[src/rtl/cwg_pkg.sv]
package cwg_pkg;

  typedef enum logic [2:0] {
    OM_SOFT   = 3'd0,
    OM_SET    = 3'd1,
    OM_TOGCLR = 3'd2,
    OM_SETCLR = 3'd3,
    OM_TOG    = 3'd4,
    OM_CLR    = 3'd5,
    OM_TOGSET = 3'd6,
    OM_CLRSET = 3'd7
  } omode_t;

  typedef enum logic [2:0] {
    ACT_HOLD = 3'd0,
    ACT_SET  = 3'd1,
    ACT_CLR  = 3'd2,
    ACT_TOG  = 3'd3,
    ACT_SOFT = 3'd4
  } act_t;

endpackage

[src/rtl/cwg_match.sv]
module cwg_match #(
  parameter int CNT_W = 16
) (
  input  logic             clk,
  input  logic             rst,
  input  logic             tick_en,
  input  logic [CNT_W-1:0] cnt_val,
  input  logic [CNT_W-1:0] cmp_val,
  input  logic             flag_clr,
  output logic             cmp_ev,
  output logic             cmp_hit,
  output logic             cmp_flag
);

  assign cmp_ev = tick_en && (cnt_val == cmp_val);

  always_ff @(posedge clk) begin
    if (rst) begin
      cmp_hit  <= 1'b0;
      cmp_flag <= 1'b0;
    end else begin
      cmp_hit <= cmp_ev;
      if (cmp_ev)
        cmp_flag <= 1'b1;
      else if (flag_clr)
        cmp_flag <= 1'b0;
    end
  end

  // a pulse only follows a ticked equality
  p_hit_src_r1: assert property (@(posedge clk) disable iff (rst)
    cmp_hit |-> $past(tick_en && (cnt_val == cmp_val)));

  // flag is up whenever the pulse is
  p_flag_with_hit_r2: assert property (@(posedge clk) disable iff (rst)
    cmp_hit |-> cmp_flag);

  // clear without a new event drops the flag
  p_flag_clear_r2: assert property (@(posedge clk) disable iff (rst)
    ($past(flag_clr && !rst) && !cmp_hit) |-> !cmp_flag);

endmodule

[src/rtl/cwg_action.sv]
module cwg_action
  import cwg_pkg::*;
(
  input  logic [2:0] out_mode,
  input  logic       cmp_ev,
  input  logic       per_ev,
  output act_t       act
);

  act_t cmp_act;
  act_t per_act;

  always_comb begin
    cmp_act = ACT_HOLD;
    per_act = ACT_HOLD;
    unique case (omode_t'(out_mode))
      OM_SOFT:   begin cmp_act = ACT_SOFT; per_act = ACT_SOFT; end
      OM_SET:    cmp_act = ACT_SET;
      OM_TOGCLR: begin cmp_act = ACT_TOG; per_act = ACT_CLR; end
      OM_SETCLR: begin cmp_act = ACT_SET; per_act = ACT_CLR; end
      OM_TOG:    cmp_act = ACT_TOG;
      OM_CLR:    cmp_act = ACT_CLR;
      OM_TOGSET: begin cmp_act = ACT_TOG; per_act = ACT_SET; end
      OM_CLRSET: begin cmp_act = ACT_CLR; per_act = ACT_SET; end
      default:   ;
    endcase
  end

  always_comb begin
    if (out_mode == OM_SOFT)
      act = ACT_SOFT;
    else if (per_ev && per_act != ACT_HOLD)
      act = per_act;
    else if (cmp_ev)
      act = cmp_act;
    else
      act = ACT_HOLD;
  end

endmodule

[src/rtl/cwg_outreg.sv]
module cwg_outreg
  import cwg_pkg::*;
(
  input  logic clk,
  input  logic rst,
  input  act_t act,
  input  logic sw_out,
  output logic wave_out
);

  always_ff @(posedge clk) begin
    if (rst) begin
      wave_out <= 1'b0;
    end else begin
      unique case (act)
        ACT_SET:  wave_out <= 1'b1;
        ACT_CLR:  wave_out <= 1'b0;
        ACT_TOG:  wave_out <= ~wave_out;
        ACT_SOFT: wave_out <= sw_out;
        default:  wave_out <= wave_out;
      endcase
    end
  end

endmodule

[src/rtl/cmp_wave_gen.sv]
module cmp_wave_gen
  import cwg_pkg::*;
#(
  parameter int CNT_W = 16
) (
  input  logic             clk,
  input  logic             rst,
  input  logic             tick_en,
  input  logic [CNT_W-1:0] cnt_val,
  input  logic             period_hit,
  input  logic [CNT_W-1:0] cmp_val,
  input  logic [2:0]       out_mode,
  input  logic             sw_out,
  input  logic             flag_clr,
  output logic             cmp_hit,
  output logic             wave_out,
  output logic             cmp_flag
);

  logic cmp_ev;
  logic per_ev;
  act_t act;

  assign per_ev = tick_en && period_hit;

  cwg_match #(.CNT_W(CNT_W)) match_i (
    .clk      (clk),
    .rst      (rst),
    .tick_en  (tick_en),
    .cnt_val  (cnt_val),
    .cmp_val  (cmp_val),
    .flag_clr (flag_clr),
    .cmp_ev   (cmp_ev),
    .cmp_hit  (cmp_hit),
    .cmp_flag (cmp_flag)
  );

  cwg_action action_i (
    .out_mode (out_mode),
    .cmp_ev   (cmp_ev),
    .per_ev   (per_ev),
    .act      (act)
  );

  cwg_outreg outreg_i (
    .clk      (clk),
    .rst      (rst),
    .act      (act),
    .sw_out   (sw_out),
    .wave_out (wave_out)
  );

  // software mode copies the level one clock later
  p_soft_follow_r3: assert property (@(posedge clk) disable iff (rst)
    $past(!rst && out_mode == 3'd0) |-> (wave_out == $past(sw_out)));

  // set mode never lets a high pin fall
  p_set_hold_r4: assert property (@(posedge clk) disable iff (rst)
    $past(!rst && out_mode == 3'd1 && wave_out) |-> wave_out);

  // reset mode never lets a low pin rise
  p_clr_hold_r8: assert property (@(posedge clk) disable iff (rst)
    $past(!rst && out_mode == 3'd5 && !wave_out) |-> !wave_out);

  // period event in modes 2 and 3 leaves the pin low
  p_per_clr_wins_r11: assert property (@(posedge clk) disable iff (rst)
    $past(!rst && tick_en && period_hit &&
          (out_mode == 3'd2 || out_mode == 3'd3)) |-> !wave_out);

  // period event in modes 6 and 7 leaves the pin high
  p_per_set_wins_r11: assert property (@(posedge clk) disable iff (rst)
    $past(!rst && tick_en && period_hit &&
          (out_mode == 3'd6 || out_mode == 3'd7)) |-> wave_out);

  // no tick, no change outside software mode
  p_idle_stable_r12: assert property (@(posedge clk) disable iff (rst)
    $past(!rst && !tick_en && out_mode != 3'd0) |-> $stable(wave_out));

endmodule

[config.mk]
export PLATFORM = sky130hd
export DESIGN_NAME = cmp_wave_gen
export DESIGN_NICKNAME = d
export VERILOG_FILES = /design/src/rtl/cwg_pkg.sv /design/src/rtl/cwg_match.sv /design/src/rtl/cwg_action.sv /design/src/rtl/cwg_outreg.sv /design/src/rtl/cmp_wave_gen.sv
export SDC_FILE = /design/constraint.sdc
export NUM_CORES = 1
export LEC_CHECK = 0
export ABC_AREA = 1
export BUFFER_PORTS_ARGS = -buffer_cell sky130_fd_sc_hd__clkbuf_2
export CORE_MARGIN = 2
export CORE_UTILIZATION = 28
export DETAILED_ROUTE_END_ITERATION = 10
export GPL_TIMING_DRIVEN = 0
export HOLD_SLACK_MARGIN = 0.08
export SLEW_MARGIN = 0
export SYNTH_ARGS = -nofsm -noshare
export SYNTH_HDL_FRONTEND = slang
export SYNTH_SLANG_ARGS = --single-unit
[constraint.sdc]
create_clock -name clk -period 1.4 [get_ports clk]
set_input_delay 0.21 -clock clk [delete_from_list [all_inputs] [get_ports clk]]
set_output_delay 0.21 -clock clk [all_outputs]
set_load 0.01 [all_outputs]
-- Yosys cells after proc, flatten, opt, wreduce, memory -nomap -nowiden
Index checks and enable logic that the tools add are counted.
- register bits: 3
- input port bits: 41
- output and inout bits: 3
- logic and storage cells: 36
- equal/unequal tests: 12
- muxes and demuxes: 8
- bitwise logic cells: 1
- reductions and logical operators: 12
- operators with widths (cell ; number):
    case mux 3 bit (3 select lines) ; 2
    equality test 16 bit ; 1
    equality test 3 bit, second input constant ; 5
    equality test 3 x 2 -> 1 bit, second input constant ; 4
    two-way mux 3 bit ; 3
    OR reduction 2 bit ; 4
    equality test 3 x 1 -> 1 bit, second input constant ; 2
    case mux 1 bit (4 select lines) ; 1
    nonzero test 4 bit ; 1
    logical AND 1 bit ; 3
    zero test 3 bit ; 1
    nonzero test 3 bit ; 1
    OR reduction 3 bit ; 1
    two-way mux 1 bit ; 2
    nonzero test 2 bit ; 1
    NOT 1 bit ; 1

-- Depth between registers and ports, before layout
- word-level depth: 9
- depth in mapped cells: 11
- depth with buffers taken out: 11

-- Cells and area by module
Synthesis repeated with hierarchy kept, for this count alone.
- cells, all modules: 141
- area, all modules: 663.1 µm²
- by module, submodules not included (module ; instances ; cells each ; area each (µm²)):
    cwg_match ; 1 ; 110 ; 509.2
    cwg_outreg ; 1 ; 15 ; 76.3
    cwg_action ; 1 ; 14 ; 70.1
    cmp_wave_gen ; 1 ; 2 ; 7.5

-- Worst setup path before layout
Ideal clock, no wire load.
- path kind: input port to flip-flop
- start: input port cmp_val[10]
- end: register outreg_i.wave_out
- library setup time: 0.066 ns
- arrival: 0.961 ns
- required time: 1.334 ns
- slack: 0.373 ns
- cell stages on the path: 7
- buffers on the path: 0
- path through: inv_2 -> o21ai_0 -> nor3_4 -> nand4_1 -> a21oi_1 -> nand2_1 -> a21oi_2
- cells in the longest elaborated chain, start to end: 7
- RTL lines (what ; RTL line ; source):
    from (decl) ; cmp_wave_gen.sv:11 ; input logic [CNT_W-1:0] cmp_val,
    equality test 16 bit (*) ; cwg_match.sv:15 ; assign cmp_ev = tick_en && (cnt_val == cmp_val);
    logical AND 1 bit (*) ; cwg_match.sv:15 ;
    two-way mux 3 bit (*) ; cwg_action.sv:34 ; else if (cmp_ev)
    two-way mux 3 bit (*) ; cwg_action.sv:32 ; else if (per_ev && per_act != ACT_HOLD)
    two-way mux 3 bit (*) ; cwg_action.sv:30 ; if (out_mode == OM_SOFT)
    equality test 3 bit, or another cell as far along ; cwg_outreg.sv:15 ; unique case (act)
    case mux 1 bit (4 select lines) or nonzero test 4 bit (tied branches) ; -- ;
    to (signal assigned) ; cwg_outreg.sv:18 ; ACT_TOG: wave_out <= ~wave_out;
    to (signal assigned) ; cwg_outreg.sv:19 ; ACT_SOFT: wave_out <= sw_out;
    to (signal assigned) ; cwg_outreg.sv:20 ; default: wave_out <= wave_out;
    to (decl) ; cwg_outreg.sv:8 ; output logic wave_out
Every way passes the cells marked *; elsewhere a longest branch is shown, timed or not.
A chain may end at the register's enable or synchronous reset.

-- Final worst setup path
- start: input port cnt_val[4]
- end: register outreg_i.wave_out
- cells in the longest elaborated chain, start to end: 7
- RTL lines (what ; RTL line ; source):
    from (decl) ; cmp_wave_gen.sv:9 ; input logic [CNT_W-1:0] cnt_val,
    equality test 16 bit (*) ; cwg_match.sv:15 ;
    logical AND 1 bit (*) ; cwg_match.sv:15 ;
    two-way mux 3 bit (*) ; cwg_action.sv:34 ;
    two-way mux 3 bit (*) ; cwg_action.sv:32 ;
    two-way mux 3 bit (*) ; cwg_action.sv:30 ;
    equality test 3 bit, or another cell as far along ; cwg_outreg.sv:15 ;
    case mux 1 bit (4 select lines) or nonzero test 4 bit (tied branches) ; -- ;
Marked as above.

==> results list <==
* Post-Route WL: 1190 um
- Gate count after technology mapping: 106
- Clock tree root driver cell: clkbuf_4
- Clock skew on the completed layout was measured at 0 ps.
* Power after layout: 395 uW
- Across the whole layout, storage elements account for 60.1 um2.
- IO buf count: 43
* Distinct cell type count of the synthesized netlist: 19
- Total half-perimeter wirelength after legalization and detailed placement: 1140 um
* Startpoint type of the worst setup path: input port
- Cell-internal power: 273 uW
* Largest net degree at the start of global routing: 5
- The first global-routing pass estimated 2030 um of wire.
- Sink Count: 3
- Data on the critical path is required at its endpoint by 1560 ps.
- First DRT Iteration DRCs: 5
- For this block, the via count after detailed routing is 713.
- The max-slew violation count came to 0.
- For this run, the top clock speed supported by timing is 1020 MHz.
- Clk slew on worst S/H paths: 40 ps
* All-layer global routing usage: 12.2%
* Routed wire per std cell: 6.69 um
- In this run the power density over the cells is 500 nW/um2.
* Sw Share: 31.0%
* Number of nets in the finished design: 195
* Synth warn: 0
* H-tree levels: 1
- The layout has 220 filler cells.
- Combinational logic burns 39.6% of the power.
* RSZ-0062 raised after global routing: no
- The number of antenna violations at the first check in global routing is 0.
- Dominant cells by area after synthesis: nand2_1 (29%), inv_1 (19%), dfxtp_1 (12%), nor2_1 (8.7%), xor2_1 (3.4%)
- The area growth from synthesis to layout is 52.8%.
- Max Root-Sink Buffers: 2
- Peak VDD IR: 177 uV
- Grt total ovfl: 0
* Sequential Power Share: 22.5%
* Post-Synthesis Mean Instance Area: 4.87 um2
* Area of the mapped netlist: 517 um2
- Number of instances resized during post-cts repair: 0
* Post-route ant nets: 0
- TritonCTS built the clock tree.
- Number of global-route vias before repair: 588
- The floorplan step defined a die boundary enclosing 2210 um2.
- Flip-flop and latch count after synthesis: 3
- Effective utilization at floorplan: 29.9%
- Final critical delay including setup and external delays: 979 ps
- Core Rows: 15
- After detailed routing, the number of remaining DRC violations is 0.
- Signal arrival time at the worst endpoint: 1140 ps
- Placed Instances: 174
- Net Count, Synth: 147
- Setup TNS: 0 ps
- Max-cap violations in this run came to 0.
* Combined area of the multi-input logic cells: 352 um2
- Slew of the pin with the lowest slew margin: 322 ps
* Core utilization of the finished layout: 45.7%
- Part of the Yosys area used for sequential elements: 11.6%
* Post-synth top area cell: nand2_1
- The analysis attributes to net switching a power of 122 uW.
- Share of the clock period used by the worst path: 70.0%
- RePlAce Congestion: 0.734
- The count of cells in the finished layout, fillers not included, comes to 178.
* Result of the run: completed
* Number of hold buffers added after cts: 0
- Layout cells sized above 1: 37.3%
* Area of the core region: 1730 um2
* Total iterations of the first detailed-routing run: 4
- Of the total power, the clock network draws 37.9%.
- The setup path with the least slack is of type input port to flip-flop.
- For this design the top-level I/O count stands at 44.
- TritonCTS created 3 clock buffers.
* Setup violations, final: 0
- Die width: 47.0 um
- In this run the tightest slew margin relative to its limit is 78.3%.
* Antenna diodes: 0
- Worst hold slack across all endpoints: 170 ps
- The floorplan step set the die height to 47.0 um.
- Buffers added to address setup during post-CTS repair amount to 0.
- After detailed routing, the number of vias per cell comes to 4.01.
- The synthesized design devotes to its leading area cell type 29.1% of total area.
* Min-delay worst type: input port to flip-flop
* Clock latency reported for the late side of the worst-skew pair: 230 ps
- The analysis attributes to cell leakage a power of 0.000541 uW.
- The worst setup path is captured at a flip-flop.
* Worst-path fanout max: 3
- Hold violation total from the final report: 0
synthesized netlist by cell type (all sizes together):
cell	n
or2	3
o21ai	4
nand2	41
nor3	2
xor2	2
nor2	14
nand4	2
inv	28
dfxtp	3
a21oi	4
nand3	3
worst max-delay path, cell delays in order:
cell and delay [ps]:
clkbuf_2 90, inv_1 30, nand2_1 60, o21ai_2 50, nor2_1 100, nand2_1 70
nor2_2 140, nand4_1 100, a21oi_1 130, nand2_1 70, a21oi_2 100
final timing paths:
kind,start,endpoint,slack (ps),depth (start not counted)
worst max register to register,outreg_i.wave_out,outreg_i.wave_out,610,5
worst max-delay path,cnt_val[4],outreg_i.wave_out,420,11
worst min-delay path,rst,outreg_i.wave_out,170,2
worst min register to register,match_i.cmp_flag,match_i.cmp_flag,460,2
power groups by stage:
stage / Clock, uW / Combinational (uW) / Sequential (uW)
after global routing: 160 / 183 / 88.8
after global placement: 0 / 156 / 90.0
after CTS: 155 / 160 / 88.8
after detailed placement: 0 / 159 / 90.1
final: 150 / 157 / 88.8
after floorplan: 0 / 81.8 / 90.7
per-layer routing:
metal / track usage (%) / vias to the layer above / routed length (um)
met1: 13.0 / 290 / 474
met4: 3.33 / 0 / 0
met2: 25.2 / 20 / 629
li1: - / 403 / -
met5: 0 / - / 0
met3: 0.385 / 0 / 86
area by class of cell:
cell class                      instances  share of cell area (%)
Sequential cell                         3                    7.61
Multi-Input combinational cell         75                    44.5
Timing Repair Buffer                   43                    27.3
Inverter                               28                    13.3
Clock buffer                            4                    3.33
Tap cell                               25                    3.96
through the flow:
| stage | area, um2 | setup WS [ps] |
|---|---|---|
| 2_1_floorplan | 517 | 373 |
| 3_3_place_gp | 763 | 173 |
| 3_5_place_dp | 763 | 144 |
| 4_1_cts | 790 | 391 |
| 5_1_grt | 790 | 254 |
| 6_report | 790 | 421 |
sequential cells by signal, indices dropped and copies added, names as in the netlist:
signal / flops
outreg_i.wave_out: 1
match_i.cmp_flag: 1
match_i.cmp_hit: 1
kinds of logic after synthesis:
group | share of synthesized area (%)
XOR/XNOR | 3.39
AND/OR/NAND/NOR | 55.4
AO/OA/AOI/OAI | 9.20
buffers and inverters | 20.3
flip-flops | 11.6
placed cells by master, fill, tap and decap left out, types with 3 or more instances in the layout:
master / count
inv_1: 26
nor2_1: 12
dfxtp_1: 3
o21ai_0: 3
a21oi_1: 3
nand2_1: 40
clkbuf_2: 43
clkbuf_4: 3
No activity file was read; power rests on OpenSTA's default activity.
